==> src/rtl/rst_seq_strap.sv <==
module rst_seq_strap #(
  parameter int SYNC_STAGES = 2,
  parameter int HOLD_CYCLES = 16
) (
  input  logic clk,
  input  logic ext_rst_n,
  input  logic strap_clk,
  input  logic strap_host,
  input  logic rdy_clr,
  output logic core_rst_n,
  output logic clk_src_sel,
  output logic host_if_sel,
  output logic host_if_err,
  output logic pad_oe,
  output logic rdy_irq
);
  localparam int CW = $clog2(HOLD_CYCLES + 1);
  localparam logic [CW-1:0] HOLD_MAX = CW'(HOLD_CYCLES);
  localparam logic [CW-1:0] HOLD_LAST = CW'(HOLD_CYCLES - 1);

  logic [SYNC_STAGES-1:0] sync_q;
  logic [CW-1:0] cnt;
  logic released_sync;
  logic release_now;

  always_ff @(posedge clk or negedge ext_rst_n)
    if (!ext_rst_n) sync_q <= '0;
    else            sync_q <= {sync_q[SYNC_STAGES-2:0], 1'b1};

  assign released_sync = sync_q[SYNC_STAGES-1];

  always_ff @(posedge clk or negedge ext_rst_n)
    if (!ext_rst_n)                          cnt <= '0;
    else if (released_sync && cnt != HOLD_MAX) cnt <= cnt + 1'b1;

  assign release_now = released_sync && (cnt == HOLD_LAST);
  assign core_rst_n  = (cnt == HOLD_MAX);
  assign pad_oe      = core_rst_n;

  always_ff @(posedge clk)
    if (!released_sync) begin
      clk_src_sel <= strap_clk;
      host_if_sel <= strap_host;
    end

  assign host_if_err = core_rst_n & host_if_sel;

  always_ff @(posedge clk or negedge ext_rst_n)
    if (!ext_rst_n)       rdy_irq <= 1'b0;
    else if (release_now) rdy_irq <= 1'b1;
    else if (rdy_clr)     rdy_irq <= 1'b0;

  p_async_hold_r1: assert property (@(posedge clk)
    !ext_rst_n |-> (!core_rst_n && !rdy_irq));

  p_release_count_r2: assert property (@(posedge clk) disable iff (!ext_rst_n)
    $rose(core_rst_n) |-> ($past(cnt) == HOLD_LAST && $past(released_sync)));

  p_straps_frozen_r6: assert property (@(posedge clk) disable iff (!ext_rst_n)
    core_rst_n |=> ($stable(clk_src_sel) && $stable(host_if_sel)));

  p_irq_on_release_r8: assert property (@(posedge clk) disable iff (!ext_rst_n)
    $rose(core_rst_n) |-> rdy_irq);

  p_irq_sticky_r8: assert property (@(posedge clk) disable iff (!ext_rst_n)
    (rdy_irq && !rdy_clr) |=> rdy_irq);

  p_irq_clear_r9: assert property (@(posedge clk) disable iff (!ext_rst_n)
    (core_rst_n && rdy_clr) |=> !rdy_irq);
endmodule

==> config.mk <==
export PLATFORM = sky130hd
export DESIGN_NAME = rst_seq_strap
export DESIGN_NICKNAME = d
export VERILOG_FILES = /design/src/rtl/rst_seq_strap.sv
export SDC_FILE = /design/constraint.sdc
export NUM_CORES = 1
export LEC_CHECK = 0
export ABC_AREA = 0
export BUFFER_PORTS_ARGS = -buffer_cell sky130_fd_sc_hd__buf_2
export CAP_MARGIN = 30
export CELL_PAD_IN_SITES_DETAIL_PLACEMENT = 1
export CELL_PAD_IN_SITES_GLOBAL_PLACEMENT = 1
export CORE_AREA = 2 2 39 41
export DETAILED_ROUTE_END_ITERATION = 8
export DIE_AREA = 0 0 41 43
export PLACE_DENSITY = 0.66
export REMOVE_ABC_BUFFERS = 1
export SLEW_MARGIN = 20
export SYNTH_ARGS = -nofsm -noshare
export SYNTH_HDL_FRONTEND = slang
export SYNTH_SLANG_ARGS = --single-unit
==> constraint.sdc <==
create_clock -name clk -period 1.7 [get_ports clk]
set_input_delay 0.17 -clock clk [delete_from_list [all_inputs] [get_ports clk]]
set_output_delay 0.17 -clock clk [all_outputs]
set_load 0.03 [all_outputs]
## Word-level counts from Yosys, hierarchy flattened

Cells that the tools add are included.

- Reductions and logical operators: 3
- Equality and inequality tests: 3
- Multiplexer cells: 2
- $add $sub $neg: 1
- Bitwise gates (word level): 1

Operator list:

| cell | count |
|---|---|
| $add 5x1->5 const B | 1 |
| $eq 5x4->1 const B | 1 |
| $eq 5x5->1 const B | 1 |
| $ne 5x5->1 const B | 1 |
| $logic_and 1x1->1 | 2 |
| $mux 1 | 2 |
| $reduce_bool 2->1 | 1 |
| $and 1x1->1 | 1 |

- Output and inout port bits: 6
- Bits in registers: 10
- Word-level logic and storage cells: 15
- Input port bits: 5

## Depth between registers and ports, before layout

- Word-level depth: 3
- Mapped depth: 6
- Gate-level depth less buffers: 6

## Worst setup path before layout

No wires, ideal clock.

- Path kind: reg-to-output
- From: register cnt[0]
- To: output port host_if_err
- Setup slack: 0.161 ns
- Data required time: 1.530 ns
- Path buffers: 0
- Stages on the path, launching flop included: 6
- Arrival: 1.369 ns
- Cells stage by stage: dfrtp_1 -> inv_1 -> ha_1 -> nand4bb_4 -> inv_1 -> and2_1

- Word-level cells in the longest chain between the ends: 2

RTL lines:

| item | line | text |
|---|---|---|
| from (decl) | 22 | `logic [CW-1:0] cnt;` |
| from (signal assigned) | 34 | `else if (released_sync && cnt != HOLD_MAX) cnt <= cnt + 1'b1;` |
| $eq 5x5->1 | 37 | `assign core_rst_n = (cnt == HOLD_MAX);` |
| named net core_rst_n | 10 | `output logic core_rst_n,` |
| $and 1x1->1 | 46 | `assign host_if_err = core_rst_n & host_if_sel;` |
| to (decl) | 13 | `output logic host_if_err,` |

The timed path passes the listed nets, and every way through them passes these cells.

## Worst setup path after layout

- From: register cnt[0]
- To: output port host_if_err

- Word-level cells in the longest chain between the ends: 2

RTL lines:

| item | line |
|---|---|
| $eq 5x5->1 | 37 |
| $and 1x1->1 | 46 |

No other way between the ends.

==> metrics.txt <==
# TYPE chip_impl_metric gauge
chip_impl_info{name="status",value="finished, final reports clean"} 1
chip_impl_info{name="rr_startpoint",value="cnt[0]$_DFFE_PN0P_"} 1
chip_impl_metric{name="critPathBufInv",unit=""} 3
chip_impl_metric{name="die_w",unit="um"} 41
chip_impl_metric{name="final_util",unit="%"} 42.1
chip_impl_metric{name="synthesis.area",unit="um^2"} 454
chip_impl_metric{name="min_period_over_period",unit="%"} 93.4
chip_impl_metric{name="synth_largest_type_area_fraction",unit="%"} 44.1
chip_impl_metric{name="hold_viol",unit=""} 0
chip_impl_metric{name="synthArstFlopShare",unit="%"} 80.0
chip_impl_metric{name="r2r_slack",unit="ps"} 260
chip_impl_metric{name="antenna_violating_nets_post_route",unit=""} 0
chip_impl_metric{name="final.setup.worst_slack",unit="ps"} 112
chip_impl_metric{name="worst_skew_pair.late_latency",unit="ps"} 260
chip_impl_metric{name="finish.net_count",unit=""} 61
chip_impl_metric{name="met3_routed_wl",unit="um"} 39
chip_impl_info{name="end_kind",value="output port"} 1
chip_impl_info{name="rr_endpoint",value="cnt[4]$_DFFE_PN0P_"} 1
chip_impl_metric{name="io-pin-count",unit=""} 11
chip_impl_metric{name="ir_worst_vdd",unit="mV"} 0.616
chip_impl_metric{name="timing.critical_path.fanout_max",unit=""} 4
chip_impl_metric{name="cts.sinks",unit=""} 10
chip_impl_metric{name="totalWireLength",unit="um"} 771
chip_impl_metric{name="buffer_ports.inserted",unit=""} 10
chip_impl_metric{name="final_layout_size_suffix_gt1_share",unit="%"} 44.2
chip_impl_metric{name="worst-endpoint-arrival",unit="ps"} 1420
chip_impl_metric{name="drcViolationCount",unit=""} 0
chip_impl_metric{name="synth.distinct_cells",unit=""} 19
chip_impl_metric{name="timing.hold.worst_path_depth",unit=""} 1
chip_impl_metric{name="cts.path.max_buffers",unit=""} 2
chip_impl_info{name="hold_end",value="clk_src_sel$_DFFE_PN_"} 1
chip_impl_metric{name="setup_viol",unit=""} 0
chip_impl_metric{name="initial_utilization",unit="%"} 32.8
chip_impl_metric{name="max_stage_delay",unit="ps"} 400
chip_impl_metric{name="cts-buffers-inserted",unit=""} 3
chip_impl_metric{name="final-max-slew-violation-count",unit=""} 0
chip_impl_info{name="setup.worst_path.class",value="reg -> out"} 1
chip_impl_info{name="critical_path.top_delay_family",value="flip-flops"} 1
chip_impl_metric{name="fmax",unit="MHz"} 630
chip_impl_info{name="worst_hold_startpoint",value="strap_clk"} 1
chip_impl_info{name="worstHoldPathType",value="in -> reg"} 1
chip_impl_metric{name="nFillCells",unit=""} 159
chip_impl_metric{name="grt_usage",unit="%"} 11.8
chip_impl_metric{name="floorplan.core_area",unit="mm^2"} 0.00138
chip_impl_metric{name="cts.clk_slew.worst_paths",unit="ps"} 70
chip_impl_metric{name="post-route-min-period",unit="ps"} 1590
chip_impl_info{name="post-synth-top-count-cell",value="sky130_fd_sc_hd__dfrtp_1"} 1
chip_impl_metric{name="post-dp-hpwl",unit="um"} 558
chip_impl_metric{name="wl_per_cell",unit="um"} 11.3
chip_impl_metric{name="finalWeightedCongestion",unit=""} 0.671
chip_impl_metric{name="layout_cells_excl_fill",unit=""} 68
chip_impl_metric{name="layout.area.seq",unit="um^2"} 260
chip_impl_metric{name="placed_instances",unit=""} 61
chip_impl_metric{name="die_area",unit="mm^2"} 0.00176
chip_impl_metric{name="worst_hold_slack",unit="ps"} 78.8
chip_impl_metric{name="synthToLayoutAreaGrowth",unit="%"} 28.4
chip_impl_metric{name="number_of_design_rule_violations_left_by_the_first_detailed_router_iteration",unit=""} 3
chip_impl_metric{name="met2_length",unit="um"} 398
chip_impl_metric{name="static-leakage-power",unit="nW"} 0.299
chip_impl_info{name="yosys_top_cell_by_area",value="sky130_fd_sc_hd__dfrtp_1"} 1
chip_impl_info{name="crit_chain",value="inv_1 -> ha_2 -> nand4bb_4 -> inv_2 -> and2_1 -> buf_4"} 1
chip_impl_info{name="dr.max_layer_used",value="met4"} 1
chip_impl_metric{name="combined_area_of_the_multi_input_logic_cells",unit="um^2"} 166
chip_impl_metric{name="syn-instance-count",unit=""} 36
chip_impl_info{name="synth_common_cells",value="8 x sky130_fd_sc_hd__dfrtp_1, 6 x sky130_fd_sc_hd__inv_1, 3 x sky130_fd_sc_hd__ha_1"} 1
chip_impl_metric{name="grt_remaining_overflow",unit=""} 0
chip_impl_info{name="tritoncts_clock_tree",value="yes"} 1
chip_impl_metric{name="grt_start_max_net_pins",unit=""} 9
chip_impl_metric{name="die_height",unit="um"} 43
chip_impl_metric{name="total_power",unit="W"} 0.000929
chip_impl_metric{name="detailedPlace.worstSlack",unit="ps"} 279
chip_impl_metric{name="synth_enable_flop_cells",unit=""} 2
chip_impl_metric{name="ys.warnings.count",unit=""} 0
chip_impl_metric{name="placement_rows",unit=""} 14
chip_impl_metric{name="power_density",unit="mW/mm^2"} 1590
chip_impl_metric{name="cap_violations",unit=""} 0
chip_impl_metric{name="antenna_found_initial",unit=""} 0
chip_impl_metric{name="cp.required",unit="ps"} 1530
chip_impl_metric{name="drt_first_pass_iters",unit=""} 2
chip_impl_metric{name="largest_clock_skew_in_the_final_design",unit="ps"} 4.06
chip_impl_info{name="worst_setup_path_start_kind",value="flop"} 1
chip_impl_metric{name="syn_area_per_cell",unit="um^2"} 12.6
chip_impl_metric{name="synth_seq_cells",unit=""} 10
chip_impl_info{name="critical-path-slowest-cell",value="sky130_fd_sc_hd__dfrtp_1"} 1
chip_impl_metric{name="num_vias",unit=""} 302
chip_impl_metric{name="sequential_fraction_of_the_synthesis_area",unit="%"} 57.3
chip_impl_info{name="synth_ff_type",value="sky130_fd_sc_hd__dfrtp_1"} 1
chip_impl_metric{name="route.layer.met1.wl",unit="um"} 322
chip_impl_metric{name="ff2ff_path_depth",unit=""} 5
chip_impl_info{name="synthTopCellsByArea",value="sky130_fd_sc_hd__dfrtp_1 44%, sky130_fd_sc_hd__edfxtp_1 13%, sky130_fd_sc_hd__ha_1 8.3%"} 1
chip_impl_metric{name="h-tree-depth",unit=""} 1
chip_impl_metric{name="grt_pass1_vias",unit=""} 303
chip_impl_metric{name="viasPerCell",unit=""} 4.44
chip_impl_info{name="clock_tree.root_cell",value="sky130_fd_sc_hd__clkbuf_4"} 1
chip_impl_metric{name="antenna_cells",unit=""} 0
chip_impl_metric{name="grt_first_pass_wirelength",unit="um"} 1280
-- cell type report --
| type | instances | area share [%] |
|---|---|---|
| clock buffer | 4 | 6.22 |
| inverter | 6 | 3.86 |
| timing repair buffer | 13 | 13.3 |
| sequential | 10 | 44.6 |
| multi-input combinational | 19 | 28.5 |
| tap | 16 | 3.43 |
-- per-stage QoR --
step / setup TNS, ps / area [um^2]
final: 0 / 583
after global routing: -4.41 / 583
after CTS: 0 / 566
after detailed placement: 0 / 517
after global placement: 0 / 517
after floorplan: -21.1 / 447
-- registers in the layout, indices dropped and copies added, names as in the netlist --
register	count
clk_src_sel	1
sync_q	2
rdy_irq	1
cnt	5
host_if_sel	1
-- routing by layer --
layer,track usage (%),vias to the layer above
met1,13.2,144
met4,8.00,0
met5,0,-
met3,7.85,2
li1,-,149
met2,15.6,7
-- logic make-up (layout without fill, tap and decap cells) --
family                     count (synthesis)  count (layout)  synth area share, %
DFF                                       10              10                 57.3
AOI/OAI and AO/OA                          3               3                 4.41
muxes                                      1               1                 3.30
other                                      1               1                0.826
and+or+nand+nor                            9               9                 15.4
buffers and inverters                      7              23                 6.61
xor gates and xnor gates                   2               2                 3.86
adders and majority gates                  3               3                 8.27
-- how the worst max path moves through the flow --
stage | startpoint | to | slack (ps) | cells after the start
2_1_floorplan | cnt[0]$_DFFE_PN0P_ | host_if_err | -20 | 5
5_1_grt | cnt[0]$_DFFE_PN0P_ | host_if_err | -4 | 6
3_5_place_dp | cnt[0]$_DFFE_PN0P_ | host_if_err | 280 | 6
4_1_cts | cnt[0]$_DFFE_PN0P_ | host_if_err | 10 | 6
6_report | cnt[0]$_DFFE_PN0P_ | host_if_err | 110 | 6
3_3_place_gp | cnt[0]$_DFFE_PN0P_ | host_if_err | 320 | 6
-- cells in the final DEF, fill, tap and decap left out --
cell type                       instances
sky130_fd_sc_hd__nor2_1                 1
sky130_fd_sc_hd__nand2_2                1
sky130_fd_sc_hd__nor3_1                 1
sky130_fd_sc_hd__dfrtp_1                8
sky130_fd_sc_hd__and2_1                 1
sky130_fd_sc_hd__and3_2                 1
sky130_fd_sc_hd__mux2_4                 1
sky130_fd_sc_hd__inv_2                  1
sky130_fd_sc_hd__ha_2                   1
sky130_fd_sc_hd__nand4bb_4              1
sky130_fd_sc_hd__nand2_1                2
sky130_fd_sc_hd__nand4_1                1
sky130_fd_sc_hd__ha_1                   2
sky130_fd_sc_hd__o21ai_0                1
sky130_fd_sc_hd__a31oi_1                1
sky130_fd_sc_hd__xnor2_1                2
sky130_fd_sc_hd__edfxtp_1               2
sky130_fd_sc_hd__conb_1                 1
sky130_fd_sc_hd__clkbuf_4               3
sky130_fd_sc_hd__inv_1                  5
sky130_fd_sc_hd__buf_4                  3
sky130_fd_sc_hd__dlygate4sd3_1          1
sky130_fd_sc_hd__buf_2                  9
sky130_fd_sc_hd__clkbuf_8               1
sky130_fd_sc_hd__a21o_2                 1
-- power by group --
part | internal, W | leakage [nW] | switching, W
clock | 0.000130 | 0.0210 | 0.0000807
sequential | 0.000310 | 0.114 | 0.0000630
combinational | 0.000187 | 0.164 | 0.000158
-- repair_timing --
action,CTS,global route
hold endpoints to repair,8,0
endpoints found under the setup margin,1,1
setup buffers,0,2
gates resized for setup,1,2
hold buffers,1,0
No activity file was read; power rests on OpenSTA's default activity.
